==> src/rtl/acs_pkg.sv <==
package acs_pkg;

   localparam int unsigned OPC_W = 4;
   localparam logic [OPC_W-1:0] OPC_NOP   = 4'h0;
   localparam logic [OPC_W-1:0] OPC_STORE = 4'h1;

   typedef enum logic [3:0] {
      ST_F_MAR, ST_F_RD, ST_F_DR, ST_F_IR, ST_DEC,
      ST_I_MAR, ST_I_RD, ST_I_DR, ST_I_IR,
      ST_X_MAR, ST_X_WR,
      ST_Q_DR, ST_Q_MAR, ST_Q_WR, ST_Q_PC
   } acs_state_e;

   typedef struct packed {
      logic pc_inc;
      logic pc_isr;
      logic mar_pc;
      logic mar_ir;
      logic mar_dr;
      logic mar_save;
      logic dr_mem;
      logic dr_pc;
      logic ir_dr;
      logic ir_addr_dr;
      logic ie_clr;
      logic mem_re;
      logic mem_we;
      logic wsel_dr;
   } acs_ctrl_t;

endpackage

==> src/rtl/acs_fsm.sv <==
module acs_fsm
   import acs_pkg::*;
(
   input  logic             clk,
   input  logic             rst_n,
   input  logic [OPC_W-1:0] opcode,
   input  logic             ind,
   input  logic             irq,
   input  logic             ie,
   output acs_ctrl_t        ctrl
);

   acs_state_e state_q, state_d;

   // where to go once an instruction has finished
   acs_state_e after_instr;
   assign after_instr = (irq && ie) ? ST_Q_DR : ST_F_MAR;

   always_ff @(posedge clk or negedge rst_n) begin
      if (!rst_n) state_q <= ST_F_MAR;
      else        state_q <= state_d;
   end

   always_comb begin
      ctrl    = '0;
      state_d = state_q;
      unique case (state_q)
         ST_F_MAR: begin ctrl.mar_pc = 1'b1; state_d = ST_F_RD; end
         ST_F_RD:  begin ctrl.mem_re = 1'b1; ctrl.pc_inc = 1'b1; state_d = ST_F_DR; end
         ST_F_DR:  begin ctrl.dr_mem = 1'b1; state_d = ST_F_IR; end
         ST_F_IR:  begin ctrl.ir_dr  = 1'b1; state_d = ST_DEC; end
         ST_DEC: begin
            if (opcode == OPC_STORE) state_d = ind ? ST_I_MAR : ST_X_MAR;
            else                     state_d = after_instr;
         end
         ST_I_MAR: begin ctrl.mar_dr = 1'b1; state_d = ST_I_RD; end
         ST_I_RD:  begin ctrl.mem_re = 1'b1; state_d = ST_I_DR; end
         ST_I_DR:  begin ctrl.dr_mem = 1'b1; state_d = ST_I_IR; end
         ST_I_IR:  begin ctrl.ir_addr_dr = 1'b1; state_d = ST_X_MAR; end
         ST_X_MAR: begin ctrl.mar_ir = 1'b1; state_d = ST_X_WR; end
         ST_X_WR:  begin ctrl.mem_we = 1'b1; state_d = after_instr; end
         ST_Q_DR:  begin ctrl.dr_pc = 1'b1; ctrl.ie_clr = 1'b1; state_d = ST_Q_MAR; end
         ST_Q_MAR: begin ctrl.mar_save = 1'b1; state_d = ST_Q_WR; end
         ST_Q_WR:  begin ctrl.mem_we = 1'b1; ctrl.wsel_dr = 1'b1; state_d = ST_Q_PC; end
         ST_Q_PC:  begin ctrl.pc_isr = 1'b1; state_d = ST_F_MAR; end
         default:  state_d = ST_F_MAR;
      endcase
   end

endmodule

==> src/rtl/acs_dpath.sv <==
module acs_dpath
   import acs_pkg::*;
#(
   parameter int unsigned ADDR_W    = 11,
   parameter int unsigned DATA_W    = 16,
   parameter logic [ADDR_W-1:0] RESET_PC  = '0,
   parameter logic [ADDR_W-1:0] SAVE_ADDR = '1,
   parameter logic [ADDR_W-1:0] ISR_ADDR  = '0
) (
   input  logic              clk,
   input  logic              rst_n,
   input  acs_ctrl_t         ctrl,
   input  logic [DATA_W-1:0] mem_rdata,
   input  logic              ac_ld,
   input  logic [DATA_W-1:0] ac_din,
   input  logic              ie_set,
   output logic [ADDR_W-1:0] mem_addr,
   output logic [DATA_W-1:0] mem_wdata,
   output logic [ADDR_W-1:0] pc,
   output logic [OPC_W-1:0]  opcode,
   output logic              ind,
   output logic              ie
);

   localparam int unsigned IND_BIT = ADDR_W;
   localparam int unsigned PAD_W   = DATA_W - ADDR_W;

   logic [ADDR_W-1:0] pc_q, mar_q;
   logic [DATA_W-1:0] dr_q, ir_q, ac_q;
   logic              ie_q;

   always_ff @(posedge clk or negedge rst_n) begin
      if (!rst_n) begin
         pc_q  <= RESET_PC;
         mar_q <= '0;
         dr_q  <= '0;
         ir_q  <= '0;
         ac_q  <= '0;
         ie_q  <= 1'b0;
      end else begin
         if (ctrl.pc_isr)      pc_q <= ISR_ADDR;
         else if (ctrl.pc_inc) pc_q <= pc_q + 1'b1;

         if (ctrl.mar_pc)        mar_q <= pc_q;
         else if (ctrl.mar_ir)   mar_q <= ir_q[ADDR_W-1:0];
         else if (ctrl.mar_dr)   mar_q <= dr_q[ADDR_W-1:0];
         else if (ctrl.mar_save) mar_q <= SAVE_ADDR;

         if (ctrl.dr_mem)     dr_q <= mem_rdata;
         else if (ctrl.dr_pc) dr_q <= {{PAD_W{1'b0}}, pc_q};

         if (ctrl.ir_dr)           ir_q <= dr_q;
         else if (ctrl.ir_addr_dr) ir_q[ADDR_W-1:0] <= dr_q[ADDR_W-1:0];

         if (ac_ld) ac_q <= ac_din;

         if (ctrl.ie_clr)  ie_q <= 1'b0;
         else if (ie_set)  ie_q <= 1'b1;
      end
   end

   assign mem_addr  = mar_q;
   assign mem_wdata = ctrl.wsel_dr ? dr_q : ac_q;
   assign pc        = pc_q;
   assign opcode    = ir_q[DATA_W-1 -: OPC_W];
   assign ind       = ir_q[IND_BIT];
   assign ie        = ie_q;

endmodule

==> src/rtl/acc_seq_ctrl.sv <==
module acc_seq_ctrl
   import acs_pkg::*;
#(
   parameter int unsigned ADDR_W    = 11,
   parameter int unsigned DATA_W    = 16,
   parameter logic [ADDR_W-1:0] RESET_PC  = 11'h000,
   parameter logic [ADDR_W-1:0] SAVE_ADDR = 11'h7F0,
   parameter logic [ADDR_W-1:0] ISR_ADDR  = 11'h200
) (
   input  logic              clk,
   input  logic              rst_n,
   input  logic              irq,
   input  logic              ie_set,
   input  logic              ac_ld,
   input  logic [DATA_W-1:0] ac_din,
   input  logic [DATA_W-1:0] mem_rdata,
   output logic [ADDR_W-1:0] mem_addr,
   output logic              mem_re,
   output logic              mem_we,
   output logic [DATA_W-1:0] mem_wdata,
   output logic [ADDR_W-1:0] pc,
   output logic              ie
);

   localparam int unsigned FIELD_SUM = OPC_W + 1 + ADDR_W;

   generate
      if (FIELD_SUM != DATA_W) begin : g_bad_format
         $error("opcode, indirect flag and address must fill the word");
      end
      if (ISR_ADDR == SAVE_ADDR) begin : g_bad_vectors
         $error("save location must differ from service entry");
      end
   endgenerate

   acs_ctrl_t        ctrl;
   logic [OPC_W-1:0] opcode;
   logic             ind;

   acs_fsm u_fsm (
      .clk    (clk),
      .rst_n  (rst_n),
      .opcode (opcode),
      .ind    (ind),
      .irq    (irq),
      .ie     (ie),
      .ctrl   (ctrl)
   );

   acs_dpath #(
      .ADDR_W    (ADDR_W),
      .DATA_W    (DATA_W),
      .RESET_PC  (RESET_PC),
      .SAVE_ADDR (SAVE_ADDR),
      .ISR_ADDR  (ISR_ADDR)
   ) u_dpath (
      .clk       (clk),
      .rst_n     (rst_n),
      .ctrl      (ctrl),
      .mem_rdata (mem_rdata),
      .ac_ld     (ac_ld),
      .ac_din    (ac_din),
      .ie_set    (ie_set),
      .mem_addr  (mem_addr),
      .mem_wdata (mem_wdata),
      .pc        (pc),
      .opcode    (opcode),
      .ind       (ind),
      .ie        (ie)
   );

   assign mem_re = ctrl.mem_re;
   assign mem_we = ctrl.mem_we;

endmodule

==> config.mk <==
export PLATFORM = sky130hd
export DESIGN_NAME = acc_seq_ctrl
export DESIGN_NICKNAME = d
export VERILOG_FILES = /design/src/rtl/acs_pkg.sv /design/src/rtl/acs_fsm.sv /design/src/rtl/acs_dpath.sv /design/src/rtl/acc_seq_ctrl.sv
export SDC_FILE = /design/constraint.sdc
export NUM_CORES = 1
export LEC_CHECK = 0
export ABC_AREA = 1
export ABC_CLOCK_PERIOD_IN_PS = 4300
export CAP_MARGIN = 25
export CORE_UTILIZATION = 55
export DETAILED_ROUTE_END_ITERATION = 8
export DONT_BUFFER_PORTS = 1
export MAX_ROUTING_LAYER = met4
export PLACE_DENSITY = 0.7
export SKIP_CTS_REPAIR_TIMING = 1
export SLEW_MARGIN = 10
export SYNTH_ARGS = -nofsm -noshare
export SYNTH_HDL_FRONTEND = slang
export SYNTH_SLANG_ARGS = --single-unit
export TNS_END_PERCENT = 50
==> constraint.sdc <==
create_clock -name clk -period 4.3 [get_ports clk]
set_clock_uncertainty 0.2 [all_clocks]
set_input_delay 0.43 -clock clk [delete_from_list [all_inputs] [get_ports clk]]
set_output_delay 0.43 -clock clk [all_outputs]
set_load 0.01 [all_outputs]
==> flow_summary.toml <==
[clocking]
cts_root_buffer = "clkbuf_8"
cts_tree = "yes"
cts_buffer_depth = 2
clock_sinks = 75
cts-buffers-inserted = 9
clk_pin_slew_worst_paths_ns = 0.08
worstSkewPairLatency_ns = 0.35
cts.htree.levels = 3

[layout]
syn_to_final_growth_pct = 6.32
mostFrequentLayoutCell = "nand2_1"
drive_above_1_share_pct = 11.7
n_antenna_cell = 0
fillCellCount = 561
layout.nets = 459
utilization_pct = 60.3
mostFrequentLayoutCells = "nand2_1, dfrtp_1, inv_1"

[yosys]
netlist_area_um2 = 3600
yosysUniqueCellTypes = 25
synthCells = 424
yosysWarningCount = 0
avgSynthCellArea_um2 = 8.50
synth_seq_area_share_pct = 52.1
synth.net_count = 462
ys_ff_latch = 75

[grt]
grt_pass1_vias = 2685
gr-total-overflow = 0
grt_use_total_pct = 26.1
antenna_found_initial = 0
grt_pass1_wl_um = 13500
grt_max_degree = 76

[routing]
m1WireLength_um = 3660
postRouteAntennaNets = 0
viasPerCell = 5.73
route.met2.wl_um = 3850
wl_per_cell_um = 16.4
first_pass_iters = 5
drc = 0
drt_iter0_drc = 200
route.met3.wl_um = 534
vias = 2881
top_layer = "met4"
routed_wirelength_um = 8230

[status]
status = "completed"

[die]
ios = 78
row_count = 29
fp.dieW_um = 82.9
die_height_um = 82.9
die_area_um2 = 6880
initial_core_util_pct = 56.7
core_um2 = 6350

[sta]
fin_setup_tns_ns = 0
whs_ns = 0.00586
hold_viol_final = 0
fmax_ghz = 0.351
maxSlewViolCount = 0
finalSetupViolCount = 0
tightestPinTransition_ns = 0.898
slew-limit-headroom_pct = 39.9
rsz0062_at_grt = "no"
period_minus_slack_ns = 2.85
fin_crit_sh_pct = 66.3

[critical_path]
worstPathRequired_ns = 3.67
cp-start-kind = "register"
cp_max_fo = 33
critPathArrivalTime_ns = 2.22
cp-end-kind = "output port"
crit_type = "register to output port"

[pwr]
power.density_nw_per_um2 = 663
p_leak_nw = 1.79
vdd_ir_drop_max_mv = 0.366

[placement]
gp_congestion = 0.910
hpwl_um = 5880
io_buffers = 0

[hold_path]
hold_class = "input pin to register"

[run]
max_cap_viol_count = 0
-- registers in the layout (all words and copies together), names as in the netlist --
register and flops:
u_dpath.ac_q 16, u_dpath.dr_q 16, u_dpath.ie 1, u_dpath.ir_q 16, u_dpath.mem_addr 11, u_dpath.pc 11
u_fsm.state_q 4
-- layer usage --
metal  up-vias  track usage (%)
li1       1388                -
met1      1377             33.6
met2       103             39.9
met3        13             6.46
met4         0             10.3
met5         -                -
-- synth_stat cells --
cell	n	share of area, %
o22ai_1	1	0.17
mux2_2	16	5.0
a22oi_1	11	2.3
dfrtp_1	75	52
a21oi_1	13	1.8
ha_1	1	0.35
nand2_1	100	10
o21ai_2	10	2.4
inv_2	2	0.21
o21ai_0	47	6.5
nor2_1	38	4.0
buf_6	2	0.63
clkbuf_1	8	0.83
nor3_1	2	0.28
or2_1	1	0.17
inv_1	48	5.0
o211ai_1	7	1.5
clkinv_1	1	0.10
o21ai_1	1	0.14
buf_2	8	1.1
nand3_1	18	2.5
o2111ai_1	1	0.24
nor2_2	3	0.52
nand4_1	8	1.4
nand2_2	2	0.35
-- cells by family (layout without fill, tap and decap cells) --
family          Yosys count  in the layout  share of synthesized area (%)
buf+inv                  69             71                           7.88
compound gates           91             91                           15.1
mux                      16             16                           5.00
simple gates            172            172                           19.6
fa+ha+maj                 1              1                          0.347
flops                    75             75                           52.1
-- power breakdown --
part           internal [W]  total [W]  switching [W]
sequential         0.000953    0.00115       0.000193
combinational      0.000288   0.000910       0.000622
clock              0.000209   0.000482       0.000273
-- final cells by class --
type                    instances  area (µm²)  share of cell area (%)
clock buffers                  10         128                    3.33
clock inverters                 6        41.3                    1.08
well taps                      77        96.3                    2.52
multi-input cells             280        1440                    37.6
repair buffers                  4        55.1                    1.44
flip-flops and latches         75        1880                    49.0
inverters                      51         191                    5.00
-- critical path, cell delays in order, from the launching register on --
cell and delay [ns]:
dfrtp_1 0.42, inv_1 0.10, nor2_2 0.20, nand2_1 0.55, o21ai_0 0.60
-- through the flow --
stage / power, W / std cells / worst slack (ns) / cell area, µm²
6_report: 0.00254 / 503 / 1.45 / 3830
5_1_grt: 0.00274 / 503 / 1.17 / 3830
4_1_cts: 0.00253 / 500 / 1.43 / 3780
3_5_place_dp: 0.00205 / 484 / 1.77 / 3610
3_3_place_gp: 0.00202 / 484 / 1.90 / 3610
2_1_floorplan: 0.00185 / 424 / 2.41 / 3600
-- path summary, 6_finish.rpt --
| kind | slack [ns] | depth (start not counted) | end | startpoint |
|---|---|---|---|---|
| worst max-delay path | 1.45 | 4 | mem_wdata[13] | u_fsm.state_q[0] |
| worst min-delay path | 0.006 | 2 | u_dpath.dr_q[13] | mem_rdata[13] |
| worst max register to register | 1.76 | 5 | u_dpath.dr_q[8] | u_fsm.state_q[2] |
| worst min register to register | 0.29 | 2 | u_dpath.ir_q[12] | u_dpath.ir_q[12] |
| max in group asynchronous | 3.18 | 2 | u_dpath.ir_q[7] | rst_n |
| min in group asynchronous | 0.42 | 2 | u_dpath.mem_addr[8] | rst_n |
Power figures use the tool's default switching activity.
